==> config.mk <==
export PLATFORM = sky130hd
export DESIGN_NAME = cbs_sched
export DESIGN_NICKNAME = d
export VERILOG_FILES = /design/src/rtl/cbs_pkg.sv /design/src/rtl/cbs_slot.sv /design/src/rtl/cbs_arb.sv /design/src/rtl/cbs_sched.sv
export SDC_FILE = /design/constraint.sdc
export NUM_CORES = 2
export LEC_CHECK = 0
export CELL_PAD_IN_SITES_DETAIL_PLACEMENT = 1
export CELL_PAD_IN_SITES_GLOBAL_PLACEMENT = 2
export CORE_AREA = 2 2 382 384
export CTS_CLUSTER_SIZE = 28
export DETAILED_ROUTE_END_ITERATION = 10
export DIE_AREA = 0 0 384 386
export HOLD_SLACK_MARGIN = 0.02
export PLACE_DENSITY_LB_ADDON = 0.1
export SETUP_SLACK_MARGIN = 0.1
export SYNTH_ARGS = -nofsm -noshare
export SYNTH_HDL_FRONTEND = slang
export SYNTH_SLANG_ARGS = --single-unit
==> constraint.sdc <==
create_clock -name clk -period 5.7 [get_ports clk]
set_clock_uncertainty 0.05 [all_clocks]
set_input_delay 1.14 -clock clk [delete_from_list [all_inputs] [get_ports clk]]
set_output_delay 1.14 -clock clk [all_outputs]
set_load 0.01 [all_outputs]
==> src/rtl/cbs_pkg.sv <==
package cbs_pkg;

   typedef enum logic [1:0] {
      PRIO_IDLE   = 2'd0,
      PRIO_LOW    = 2'd1,
      PRIO_URGENT = 2'd2
   } cb_prio_e;

endpackage

==> src/rtl/cbs_slot.sv <==
module cbs_slot #(
   parameter int ADDR_W = 32,
   parameter int LINE_W = 256,
   parameter int RANK_W = 2
) (
   input  logic              clk,
   input  logic              rst_n,
   input  logic              load,
   input  logic [ADDR_W-1:0] load_addr,
   input  logic [LINE_W-1:0] load_data,
   input  logic [RANK_W-1:0] load_rank,
   input  logic              drop,
   input  logic              hot_set,
   input  logic [RANK_W-1:0] rank_nxt,
   output logic              valid_q,
   output logic              hot_q,
   output logic [ADDR_W-1:0] addr_q,
   output logic [LINE_W-1:0] data_q,
   output logic [RANK_W-1:0] rank_q
);

   always_ff @(posedge clk) begin
      if (!rst_n) begin
         valid_q <= 1'b0;
         hot_q   <= 1'b0;
         addr_q  <= '0;
         data_q  <= '0;
         rank_q  <= '0;
      end else if (load) begin
         valid_q <= 1'b1;
         hot_q   <= 1'b0;
         addr_q  <= load_addr;
         data_q  <= load_data;
         rank_q  <= load_rank;
      end else if (drop) begin
         valid_q <= 1'b0;
         hot_q   <= 1'b0;
      end else if (valid_q) begin
         rank_q  <= rank_nxt;
         if (hot_set) begin
            hot_q <= 1'b1;
         end
      end
   end

endmodule

==> src/rtl/cbs_arb.sv <==
module cbs_arb #(
   parameter int N_ENTRIES = 3,
   parameter int ADDR_W    = 32,
   parameter int RANK_W    = 2,
   parameter int IDX_W     = 2
) (
   input  logic [N_ENTRIES-1:0]             valid,
   input  logic [N_ENTRIES-1:0]             hot,
   input  logic [N_ENTRIES-1:0][ADDR_W-1:0] addr,
   input  logic [N_ENTRIES-1:0][RANK_W-1:0] rank,
   input  logic                             snoop_valid,
   input  logic [ADDR_W-1:0]                snoop_addr,
   input  logic                             grant_ok,
   output logic                             any_valid,
   output logic                             any_hot,
   output logic                             has_free,
   output logic [IDX_W-1:0]                 sel_idx,
   output logic [IDX_W-1:0]                 free_idx,
   output logic [N_ENTRIES-1:0]             hot_set,
   output logic [N_ENTRIES-1:0]             cancel,
   output logic [N_ENTRIES-1:0]             remove,
   output logic [N_ENTRIES-1:0][RANK_W-1:0] rank_nxt,
   output logic [RANK_W-1:0]                fill_rank
);

   logic [N_ENTRIES-1:0] snp_hit;
   logic [N_ENTRIES-1:0] snp_drop;
   logic [N_ENTRIES-1:0] dup_drop;
   logic [N_ENTRIES-1:0] sel_oh;
   logic [N_ENTRIES-1:0] take;

   assign any_valid = |valid;
   assign any_hot   = |(hot & valid);

   for (genvar gi = 0; gi < N_ENTRIES; gi++) begin : g_hit
      assign snp_hit[gi] = snoop_valid & valid[gi] & (addr[gi] == snoop_addr);
      assign sel_oh[gi]  = any_valid & (sel_idx == IDX_W'(gi));
   end

   // newer-copy detection for snoop matches and for duplicates
   always_comb begin
      logic newer_hit;
      logic newer_dup;
      for (int i = 0; i < N_ENTRIES; i++) begin
         newer_hit = 1'b0;
         newer_dup = 1'b0;
         for (int j = 0; j < N_ENTRIES; j++) begin
            if (j != i) begin
               if (snp_hit[j] && (rank[j] > rank[i])) newer_hit = 1'b1;
               if (valid[j] && (addr[j] == addr[i]) && (rank[j] > rank[i])) newer_dup = 1'b1;
            end
         end
         hot_set[i]  = snp_hit[i] & ~newer_hit;
         snp_drop[i] = snp_hit[i] & newer_hit;
         dup_drop[i] = valid[i] & newer_dup;
      end
   end

   // head choice: newest marked line, else oldest line
   always_comb begin
      logic              found;
      logic              cand;
      logic [RANK_W-1:0] best;
      found   = 1'b0;
      best    = '0;
      sel_idx = '0;
      for (int i = 0; i < N_ENTRIES; i++) begin
         cand = any_hot ? (hot[i] & valid[i]) : valid[i];
         if (cand && (!found || (any_hot ? (rank[i] > best) : (rank[i] < best)))) begin
            found   = 1'b1;
            best    = rank[i];
            sel_idx = IDX_W'(i);
         end
      end
   end

   assign take   = sel_oh & {N_ENTRIES{grant_ok}};
   assign cancel = (snp_drop | (dup_drop & ~sel_oh)) & ~take;
   assign remove = take | cancel;

   // compact the age ranks of the survivors
   always_comb begin
      int dec;
      for (int i = 0; i < N_ENTRIES; i++) begin
         dec = 0;
         for (int j = 0; j < N_ENTRIES; j++) begin
            if (remove[j] && (rank[j] < rank[i])) dec = dec + 1;
         end
         rank_nxt[i] = rank[i] - RANK_W'(dec);
      end
   end

   assign fill_rank = RANK_W'($countones(valid & ~remove));

   // lowest free slot
   always_comb begin
      has_free = 1'b0;
      free_idx = '0;
      for (int i = N_ENTRIES - 1; i >= 0; i--) begin
         if (!valid[i]) begin
            has_free = 1'b1;
            free_idx = IDX_W'(i);
         end
      end
   end

endmodule

==> src/rtl/cbs_sched.sv <==
module cbs_sched #(
   parameter int N_ENTRIES = 3,
   parameter int WORDS     = 8,
   parameter int WORD_W    = 32,
   parameter int ADDR_W    = 32,
   localparam int LINE_W   = WORDS * WORD_W,
   localparam int RANK_W   = (N_ENTRIES > 1) ? $clog2(N_ENTRIES) : 1,
   localparam int IDX_W    = (N_ENTRIES > 1) ? $clog2(N_ENTRIES) : 1
) (
   input  logic                 clk,
   input  logic                 rst_n,
   input  logic                 fill_valid,
   input  logic [ADDR_W-1:0]    fill_addr,
   input  logic [LINE_W-1:0]    fill_data,
   output logic                 fill_ready,
   input  logic                 snoop_valid,
   input  logic [ADDR_W-1:0]    snoop_addr,
   input  logic                 push_active,
   input  logic                 bus_grant,
   output logic                 cb_req,
   output logic [1:0]           cb_prio,
   output logic [IDX_W-1:0]     sel_idx,
   output logic [ADDR_W-1:0]    sel_addr,
   output logic [LINE_W-1:0]    sel_data,
   output logic [N_ENTRIES-1:0] cancel_mask
);
   import cbs_pkg::*;

   if (N_ENTRIES < 2) begin : g_bad_entries
      $error("cbs_sched: N_ENTRIES must be at least 2");
   end
   if (WORDS < 1 || WORD_W < 1 || ADDR_W < 1) begin : g_bad_widths
      $error("cbs_sched: WORDS, WORD_W and ADDR_W must be positive");
   end

   logic [N_ENTRIES-1:0]             valid_q;
   logic [N_ENTRIES-1:0]             hot_q;
   logic [N_ENTRIES-1:0][ADDR_W-1:0] addr_q;
   logic [N_ENTRIES-1:0][LINE_W-1:0] data_q;
   logic [N_ENTRIES-1:0][RANK_W-1:0] rank_q;
   logic [N_ENTRIES-1:0][RANK_W-1:0] rank_nxt;
   logic [N_ENTRIES-1:0]             hot_set;
   logic [N_ENTRIES-1:0]             cancel;
   logic [N_ENTRIES-1:0]             remove;
   logic                             any_valid;
   logic                             any_hot;
   logic                             has_free;
   logic [IDX_W-1:0]                 head_idx;
   logic [IDX_W-1:0]                 free_idx;
   logic [RANK_W-1:0]                fill_rank;
   logic                             grant_ok;
   cb_prio_e                         prio;

   assign grant_ok = bus_grant & cb_req;

   cbs_arb #(
      .N_ENTRIES (N_ENTRIES),
      .ADDR_W    (ADDR_W),
      .RANK_W    (RANK_W),
      .IDX_W     (IDX_W)
   ) u_arb (
      .valid       (valid_q),
      .hot         (hot_q),
      .addr        (addr_q),
      .rank        (rank_q),
      .snoop_valid (snoop_valid),
      .snoop_addr  (snoop_addr),
      .grant_ok    (grant_ok),
      .any_valid   (any_valid),
      .any_hot     (any_hot),
      .has_free    (has_free),
      .sel_idx     (head_idx),
      .free_idx    (free_idx),
      .hot_set     (hot_set),
      .cancel      (cancel),
      .remove      (remove),
      .rank_nxt    (rank_nxt),
      .fill_rank   (fill_rank)
   );

   for (genvar gi = 0; gi < N_ENTRIES; gi++) begin : g_slot
      logic load;
      assign load = fill_valid & has_free & (free_idx == IDX_W'(gi));

      cbs_slot #(
         .ADDR_W (ADDR_W),
         .LINE_W (LINE_W),
         .RANK_W (RANK_W)
      ) u_slot (
         .clk       (clk),
         .rst_n     (rst_n),
         .load      (load),
         .load_addr (fill_addr),
         .load_data (fill_data),
         .load_rank (fill_rank),
         .drop      (remove[gi]),
         .hot_set   (hot_set[gi]),
         .rank_nxt  (rank_nxt[gi]),
         .valid_q   (valid_q[gi]),
         .hot_q     (hot_q[gi]),
         .addr_q    (addr_q[gi]),
         .data_q    (data_q[gi]),
         .rank_q    (rank_q[gi])
      );
   end

   always_comb begin
      if (any_hot)        prio = PRIO_URGENT;
      else if (any_valid) prio = PRIO_LOW;
      else                prio = PRIO_IDLE;
   end

   assign cb_prio     = prio;
   assign cb_req      = any_valid & ~push_active;
   assign fill_ready  = has_free;
   assign sel_idx     = head_idx;
   assign sel_addr    = addr_q[head_idx];
   assign sel_data    = data_q[head_idx];
   assign cancel_mask = cancel;

endmodule

==> flow_summary.toml <==
[place]
postPlaceCellArea_sq_um = 49870
gp_routability_congestion = 0.8988
detailed_place_hpwl_um = 111800
portBuffers = 622
dpl_worst_slack_ns = -0.1750

[synth]
synth_cell_type_count = 62
asyncSetResetFlopFracSynth_pct = 0
post_synth_fa_ha_maj_area_fraction_pct = 0.5297
synth-seq-area-share_pct = 42.19
basic_gate_share_of_the_synthesized_area_counting_and_or_nand_and_nor_cells_pct = 21.27
synth_top_cells_by_area = "sky130_fd_sc_hd__dfxtp_1 (42%), sky130_fd_sc_hd__nand2_1 (18%), sky130_fd_sc_hd__a21boi_0 (16%)"
synth_seq_cells = 876
synth_most_common_cell = "sky130_fd_sc_hd__nand2_1"
synth_edf_count = 0
synth.largest_area_cell = "sky130_fd_sc_hd__dfxtp_1"
main_combinational_cell_family_by_area_after_synthesis = "simple AND/OR/NAND/NOR gates"
syn-mean-instance-area_sq_um = 7.811
post_synth_xor_area_fraction_pct = 4.172
post_synth_most_frequent_cells = "sky130_fd_sc_hd__nand2_1 (2037), sky130_fd_sc_hd__dfxtp_1 (876), sky130_fd_sc_hd__a21boi_0 (865)"
synthDominantCellAreaShare_pct = 42.19
synthesis.nets = 5665
synth.area.mux_share_pct = 7.022
syn_area_sq_um = 41570
postSynth.topFlopCell = "sky130_fd_sc_hd__dfxtp_1"
compound_cell_area_share_of_the_yosys_netlist_pct = 20.18
synth-warning-count = 0
syn_inst = 5322

[pwr]
power.static_leakage_uw = 0.02136
worst_ir_drop_on_vdd_mv = 0.2201
post_route_total_power_uw = 15980
p_per_area_nw_per_um2 = 279.5

[setup_path]
worst_setup_path_end_kind = "output pin"
worstSetupStartpointType = "flop"
r2r-end = "g_slot[0].u_slot.rank_q[0]"
cp-startpoint = "g_slot[2].u_slot.hot_q"
timing.rr.start = "g_slot[2].u_slot.hot_q"
crit_required_ns = 4.51
cp_max_fo = 7
cp-endpoint = "sel_data[129]"
crit_arrival_ns = 4.67
r2r_slack_ns = 0.20
critical_path_class = "reg2out"
r2r_worst_path_depth = 24

[global_routing]
vias_in_the_first_global_route = 38330
grt_max_degree = 160
groute.usage.overall_pct = 22.32
grt-ovfl-total = 0
grt_antenna_before_repair = 45
first_pass_grt_wire_length_um = 252900

[finish]
layout.cell_area.non_filler_sq_um = 57180
drive_gt1_share_pct = 18.70
layout.core_utilization_pct = 39.57
multi_input_comb_area_sq_um = 23880
finalNetCount = 6217
regArea_sq_um = 17540
fill_cells = 16780
syn_to_final_growth_pct = 37.55

[route]
routed_wirelength_um = 176600
wl_per_cell_um = 22.39
antenna_left = 0
routed-via-count = 38390
route.detailed.vias_per_inst = 4.867
drt_first_iter_violations = 1831
drt_pass1_iterations = 5
drc = 0

[cts]
cts_tree = "built"
cts-htree-levels = 3
cts_inserted_buffers = 108
clk-insertion-delay-late_ns = 0.72
cts.clk_slew.worst_paths_ns = 0.06
cts.sinks = 876
root_buffer = "sky130_fd_sc_hd__clkbuf_16"
holdBufCountCts = 0
clk_path_buf_depth = 3

[outcome]
run_status = "finished, violations left"
failed_checks = "negative setup slack"

[timing]
slew_headroom_pct = 24.00
finalCritPeriodShare_pct = 102.8
worst_pin_slew_ns = 1.140
finalCriticalPeriod_ns = 5.859
final_report_hold_violation_count = 0
fmax_mhz = 170.7
slew_viol_final = 0
timing.final.setup_violations = 203
grt_setup_unrepaired = "true"
layout_setup_ws_ns = -0.1592

[floorplan]
dieHeight_um = 386
die_ar_sq_um = 148200
core_sq_um = 144500
floorplan.die.width_um = 384
placementRows = 140
boundaryPins = 623
floorplan.initialDensity_pct = 28.77

[job]
drv.max_cap_violation_count = 0

[worst_hold_path]
hold_class = "reg2reg"
cell families after synthesis:
family,count (synthesis)
buffers and inverters,501
adder cells (fa/ha/maj),17
AND/OR/NAND/NOR,2230
AO/OA/AOI/OAI,1209
multiplexers,291
XOR/XNOR,198
flip-flops,876
layout by cell type, fill, tap and decap left out, types with 35 or more instances in the layout:
master and count:
sky130_fd_sc_hd__clkbuf_16 132, sky130_fd_sc_hd__buf_6 123, sky130_fd_sc_hd__buf_2 184, sky130_fd_sc_hd__xnor2_1 79
sky130_fd_sc_hd__nand2_1 1885, sky130_fd_sc_hd__buf_4 135, sky130_fd_sc_hd__o21ai_1 87, sky130_fd_sc_hd__buf_12 68
sky130_fd_sc_hd__xor2_1 116, sky130_fd_sc_hd__nand4_1 35, sky130_fd_sc_hd__a21boi_0 865, sky130_fd_sc_hd__nand2_2 86
sky130_fd_sc_hd__mux2i_1 288, sky130_fd_sc_hd__nand2_4 66, sky130_fd_sc_hd__dfxtp_1 872, sky130_fd_sc_hd__o21ai_0 67
sky130_fd_sc_hd__o21ai_2 111, sky130_fd_sc_hd__clkdlybuf4s50_1 328, sky130_fd_sc_hd__nor4_1 51
worst min path at each step:
| stage | cells after the start | slack, ns | from | endpoint |
|---|---|---|---|---|
| after global routing | 2 | 0.43 | g_slot[0].u_slot.data_q[22] | g_slot[0].u_slot.data_q[22] |
| after CTS | 2 | 0.41 | g_slot[0].u_slot.data_q[250] | g_slot[0].u_slot.data_q[250] |
| after floorplan | 2 | 0.39 | g_slot[0].u_slot.data_q[0] | g_slot[0].u_slot.data_q[0] |
| after detailed placement | 2 | 0.41 | g_slot[0].u_slot.data_q[250] | g_slot[0].u_slot.data_q[250] |
| after global placement | 2 | 0.40 | g_slot[2].u_slot.data_q[240] | g_slot[2].u_slot.data_q[240] |
| final | 2 | 0.41 | g_slot[0].u_slot.data_q[250] | g_slot[0].u_slot.data_q[250] |
cell type report:
cell class	count	share of cell area [%]
Inverter	16	0.1335
Clock buffer	168	5.593
Antenna cell	7	0.03063
Timing Repair inverter	3	0.08534
Clock inverter	32	0.9256
Timing Repair Buffer	924	16.61
Sequential cell	876	30.68
Multi-Input combinational cell	3945	41.75
Tap cell	1917	4.195
metrics by stage:
step | setup TNS (ns) | instances | hold slack, ns
global placement | -0.4606 | 7506 | 0.3990
global route | -82.85 | 7885 | 0.4311
detailed placement | -2.294 | 7506 | 0.4068
CTS | -62.57 | 7746 | 0.4147
floorplan | 0 | 5322 | 0.3928
finish | -14.35 | 7888 | 0.4099
power breakdown:
part	internal, uW	switching [uW]	leakage, uW
combinational	951	1280	0.0124
clock	4310	2910	0.00182
sequential	6360	168	0.00712
worst max-delay path: stages (launching register included):
cell                        delay (ns)
sky130_fd_sc_hd__dfxtp_2          0.32
sky130_fd_sc_hd__a22oi_2          0.22
sky130_fd_sc_hd__o21ai_2          0.10
sky130_fd_sc_hd__or2_4            0.27
sky130_fd_sc_hd__ha_4             0.27
sky130_fd_sc_hd__nor2b_4          0.15
sky130_fd_sc_hd__a2bb2oi_2        0.15
sky130_fd_sc_hd__mux2i_2          0.10
sky130_fd_sc_hd__a21oi_4          0.19
sky130_fd_sc_hd__mux2_4           0.33
sky130_fd_sc_hd__ha_4             0.15
sky130_fd_sc_hd__nand2b_4         0.13
sky130_fd_sc_hd__a221o_1          0.33
sky130_fd_sc_hd__a31o_4           0.32
sky130_fd_sc_hd__inv_16           0.13
sky130_fd_sc_hd__buf_16           0.16
sky130_fd_sc_hd__buf_12           0.15
sky130_fd_sc_hd__buf_8            0.12
sky130_fd_sc_hd__buf_8            0.11
sky130_fd_sc_hd__nand2_2          0.05
sky130_fd_sc_hd__o21ai_2          0.05
sky130_fd_sc_hd__buf_2            0.15
flip-flops by register name (all words and copies together) (netlist names):
name and flops:
g_slot.u_slot.addr_q 96, g_slot.u_slot.data_q 768, g_slot.u_slot.hot_q 3, g_slot.u_slot.rank_q 6, g_slot.u_slot.valid_q 3
what timing repair did:
item                       in CTS  in global routing
pin swaps                       6                120
gates resized for setup       867               1251
buffers inserted               29                105
cloned                         11                 32
setup endpoints to repair     297                298
metal layers:
metal  GRT usage [%]  wire, um  vias up
met1           28.77     78990    18720
li1                -         -    18670
met3           5.024      9161      252
met4           4.975      3743       52
met2           37.77     84390      695
met5               0       351        -
Note: power is estimated with default switching activity, not from simulation.
